`src/rtl/dr_pkg.sv`:
```
package dr_pkg;
  typedef logic [1:0] pair_t;
  localparam pair_t PAIR_EMPTY = 2'b00;
  localparam pair_t PAIR_ZERO  = 2'b01;
  localparam pair_t PAIR_ONE   = 2'b10;
  localparam pair_t PAIR_BAD   = 2'b11;
endpackage

```
`src/rtl/dr_pair_decode.sv`:
```
module dr_pair_decode #(
  parameter int WIDTH = 8
) (
  input  logic [2*WIDTH-1:0] rails_i,
  output logic [WIDTH-1:0]   vld_o,
  output logic [WIDTH-1:0]   bit_o,
  output logic [WIDTH-1:0]   bad_o
);
  import dr_pkg::*;

  for (genvar g = 0; g < WIDTH; g++) begin : g_pair
    pair_t p;
    assign p        = rails_i[2*g +: 2];
    assign vld_o[g] = p[1] | p[0];        // either rail marks the bit valid
    assign bit_o[g] = p[1];               // upper rail carries logic 1
    assign bad_o[g] = (p == PAIR_BAD);
  end
endmodule

```
`src/rtl/dr_celement.sv`:
```
module dr_celement #(
  parameter int WIDTH = 8
) (
  input  logic             clk,
  input  logic             rst_n,
  input  logic [WIDTH-1:0] vld_i,
  output logic             done_o
);
  logic all_set, all_clear, done_q;

  assign all_set   = &vld_i;
  assign all_clear = ~|vld_i;

  always_ff @(posedge clk) begin
    if (!rst_n)         done_q <= 1'b0;
    else if (all_set)   done_q <= 1'b1;
    else if (all_clear) done_q <= 1'b0;
  end

  assign done_o = done_q;

  a_r3_rise_after_all_valid: assert property (@(posedge clk) disable iff (!rst_n)
    $rose(done_q) |-> $past(&vld_i));
  a_r4_fall_after_all_empty: assert property (@(posedge clk) disable iff (!rst_n)
    $fell(done_q) |-> $past(~|vld_i));
  a_r5_hold_when_mixed: assert property (@(posedge clk) disable iff (!rst_n)
    (|vld_i && !(&vld_i)) |=> $stable(done_q));
endmodule

```
`src/rtl/dr_completion_rx.sv`:
```
module dr_completion_rx #(
  parameter int WIDTH = 8
) (
  input  logic               clk,
  input  logic               rst_n,
  input  logic [2*WIDTH-1:0] rails_i,
  output logic               ack_o,
  output logic [WIDTH-1:0]   word_o,
  output logic               word_valid_o,
  output logic               err_o
);
  logic [WIDTH-1:0] vld, bits, bad;
  logic             done;
  logic             rise;
  logic [WIDTH-1:0] word_q;
  logic             wv_q, err_q;

  dr_pair_decode #(.WIDTH(WIDTH)) u_dec (
    .rails_i(rails_i), .vld_o(vld), .bit_o(bits), .bad_o(bad)
  );

  dr_celement #(.WIDTH(WIDTH)) u_cel (
    .clk(clk), .rst_n(rst_n), .vld_i(vld), .done_o(done)
  );

  assign rise = (&vld) & ~done;   // completion about to set at this edge

  always_ff @(posedge clk) begin
    if (!rst_n) begin
      word_q <= '0;
      wv_q   <= 1'b0;
      err_q  <= 1'b0;
    end else begin
      wv_q  <= rise;
      if (rise) word_q <= bits;
      err_q <= err_q | (|bad);
    end
  end

  assign ack_o        = done;
  assign word_o       = word_q;
  assign word_valid_o = wv_q;
  assign err_o        = err_q;

  a_r6_strobe_single: assert property (@(posedge clk) disable iff (!rst_n)
    wv_q |=> !wv_q);
  a_r6_strobe_with_ack: assert property (@(posedge clk) disable iff (!rst_n)
    wv_q |-> done);
  a_r7_word_stable: assert property (@(posedge clk) disable iff (!rst_n)
    !wv_q |-> $stable(word_q));
  a_r8_err_sticky: assert property (@(posedge clk) disable iff (!rst_n)
    err_q |=> err_q);
endmodule

```
`config.mk`:
```
export PLATFORM = sky130hd
export DESIGN_NAME = dr_completion_rx
export DESIGN_NICKNAME = d
export VERILOG_FILES = /design/src/rtl/dr_pkg.sv /design/src/rtl/dr_pair_decode.sv /design/src/rtl/dr_celement.sv /design/src/rtl/dr_completion_rx.sv
export SDC_FILE = /design/constraint.sdc
export NUM_CORES = 1
export LEC_CHECK = 0
export ABC_AREA = 1
export BUFFER_PORTS_ARGS = -buffer_cell sky130_fd_sc_hd__buf_4
export CAP_MARGIN = 15
export CELL_PAD_IN_SITES_DETAIL_PLACEMENT = 1
export CELL_PAD_IN_SITES_GLOBAL_PLACEMENT = 2
export CORE_AREA = 2 2 59 61
export DETAILED_ROUTE_END_ITERATION = 8
export DIE_AREA = 0 0 61 63
export HOLD_SLACK_MARGIN = 0.1
export PLACE_DENSITY_LB_ADDON = 0.1
export RECOVER_POWER = 25
export SLEW_MARGIN = 15
export SYNTH_ARGS = -nofsm -noshare
export SYNTH_HDL_FRONTEND = slang
export SYNTH_SLANG_ARGS = --single-unit
```
`constraint.sdc`:
```
create_clock -name clk -period 2.2 [get_ports clk]
set_input_delay 0.44 -clock clk [delete_from_list [all_inputs] [get_ports clk]]
set_output_delay 0.44 -clock clk [all_outputs]
set_load 0.005 [all_outputs]
```
==> summary.md <==
| Metric | Value |
|---|---|
| Die width | 61 um |
| Pre-CTS setup slack | 794 ps |
| CTS tree | yes |
| Slew Limit Fails | 0 |
| Hold buffers post-CTS | 0 |
| Worst min path class | in -> reg |
| Worst Path Max Fanout | 9 |
| Die Span Y | 63 um |
| Dominant cell type by area after synthesis | dfxtp_1 |
| ANT nets after route | 0 |
| Worst-Skew Late Latency | 280 ps |
| Die Area | 3840 um^2 |
| Final number of setup-violating endpoints | 0 |
| Reg2reg start | u_cel.done_o |
| Core area | 3230 um^2 |
| Most frequent cell after synthesis | nand2_1 |
| Arrival @ worst endpoint | 1650 ps |
| Top cells by area, synth | dfxtp_1 31%, nand2_1 17%, inv_1 15%, nor2_1 14%, nand3_1 7.8% |
| Starting DRT DRC Count | 19 |
| GRT Total Usage | 11.6% |
| Worst r2r dst | word_o[5] |
| Routed len/inst | 9.88 um |
| Initial Util | 21.8% |
| Gpl congestion | 0.706 |
| Setup ws final | 734 ps |
| Clock sinks | 11 |
| Fmax | 682 MHz |
| Pin count of the biggest net entering global routing | 10 |
| Dominant synthesized flop cell | dfxtp_1 |
| Synth cell types | 14 |
| Unrepaired setup endpoints after global routing | no |
| Setup TNS | 0 ps |
| PD cells | 512 nW/um^2 |
| Fin nets | 174 |
| Global route overflow | 0 |
| Row cnt | 21 |
| Final Hold Viols | 0 |
| Synth top area share | 31.3% |
| Rel. slew slack | 60.5% |
| Min-delay src | rails_i[9] |
| Vias per inst | 3.90 |
| Inserted Diodes | 0 |
| IO buf count | 28 |
| H-tree levels | 1 |
| PostCTS Resize Cnt | 0 |
| Detail Placement HPWL | 1650 um |
| Hold WS | 435 ps |
| Cells after Synth | 124 |
| Clock skew | 1.58 ps |
| Final Power | 500 uW |
| Via count | 783 |
| Clock transition at path regs | 80 ps |
| Yosys warning count | 0 |
| Synth Register Bits | 11 |
| First-pass GRT wire length | 3220 um |
| Period utilization | 66.6% |
| Maximum VDD drop | 0.000119 V |
| Worst Setup Start Kind | input port |
| EDFF count, synth | 0 |
| Worst hold path depth | 3 |
| MaxCap Viol Count | 0 |
| CTS root buffer | clkbuf_4 |
| Data required time of the worst path | 2380 ps |
| DRC viols | 0 |
| Number of global-route vias before repair | 734 |
| Reg2reg setup slack | 1040 ps |
| Top cells by count, synth | 31 x nand2_1, 29 x inv_1, 26 x nor2_1 |
| Tmin final | 1470 ps |
| Post-Syn Area per Cell | 5.68 um^2 |
| CTS Buffer Depth | 2 |
| Hold EP | err_o |
| Synthesized cell area | 704 um^2 |
| Ys async rst share | 0% |
| CP Class | in -> reg |
| Ratio of cells with drive above 1 in the final layout | 25.8% |
| Mapped Nets | 142 |
| Pre-antenna DRT Iters | 4 |
| Final wirelength | 1990 um |
| Setup bufs post-CTS | 0 |
| Leakage | 0.538 nW |
| Synth-to-Final Area Change | 38.5% |
| Initial antenna violation count | 0 |
| Worst-Margin Slew | 591 ps |
| TritonCTS Buffers | 3 |
| Worst reg2reg path depth | 5 |
| Sequential element share of the synthesized area | 31.3% |
| Crit. End Element | register |
| Outcome | finished, final reports clean |
| Io pins | 29 |
cell families after synthesis:
logic type	Yosys count	synth area share, %
compound gates	3	2.31
flops	11	31.3
simple gates	75	46.7
buf+inv	35	19.7
cell usage in the layout, fill, tap and decap left out:
cell type,n
nand2_1,31
inv_1,29
nor2_1,27
buf_4,24
nand3_1,11
dfxtp_1,11
clkbuf_4,6
inv_2,4
nand2_2,3
a21oi_1,2
nor2_2,2
clkbuf_1,2
a31oi_1,1
clkinv_1,1
nand3_4,1
metrics by stage:
step                util [%]  area (um^2)  std cells
floorplan                  -          704        124
global placement        29.7          961        197
detailed placement      29.7          961        197
CTS                     30.5          987        201
global route            30.2          976        201
finish                  30.2          976        201
final cells by class:
cell class                 instances  area (um^2)
inverter                          34          128
sequential                        11          220
fill                             453         2260
tap                               46         57.6
clock buffer                       4         26.3
multi-input combinational         78          338
timing repair buffer              28          206
registers in the layout, indices dropped and copies added, names as in the netlist:
signal / flops
u_cel.done_o: 1
err_o: 1
word_valid_o: 1
word_o: 8
how the worst max path moves through the flow:
stage | from | to | cells past startpoint | slack [ps]
6_report | rails_i[1] | word_o[5] | 8 | 730
3_5_place_dp | rails_i[3] | word_o[5] | 8 | 790
5_1_grt | rails_i[1] | word_o[5] | 8 | 490
2_1_floorplan | rails_i[1] | word_o[0] | 7 | 1090
4_1_cts | u_cel.done_o | ack_o | 1 | 970
3_3_place_gp | rails_i[3] | word_o[5] | 8 | 780
power by group:
part | switching, mW | internal, mW | total [mW] | leakage (nW)
clock network | 0.0828 | 0.0704 | 0.153 | 0.0150
registers | 0.00581 | 0.212 | 0.218 | 0.0900
logic | 0.0691 | 0.0602 | 0.129 | 0.432
total | 0.158 | 0.342 | 0.500 | 0.538
critical path, stage by stage:
cell,delay [ps]
clkbuf_1,120
nor2_1,90
nor2_1,110
nand2_1,60
nor2_1,470
nand3_1,210
nand2_1,110
nor2_1,40
per-layer routing:
| metal | vias to the layer above | global-route usage [%] | wire length (um) |
|---|---|---|---|
| met2 | 22 | 16.7 | 822 |
| met4 | 0 | 6.52 | 39 |
| li1 | 416 | - | - |
| met3 | 4 | 2.07 | 100 |
| met1 | 341 | 15.9 | 1020 |
| met5 | - | 0 | 0 |
No activity file was read; power rests on OpenSTA's default activity.
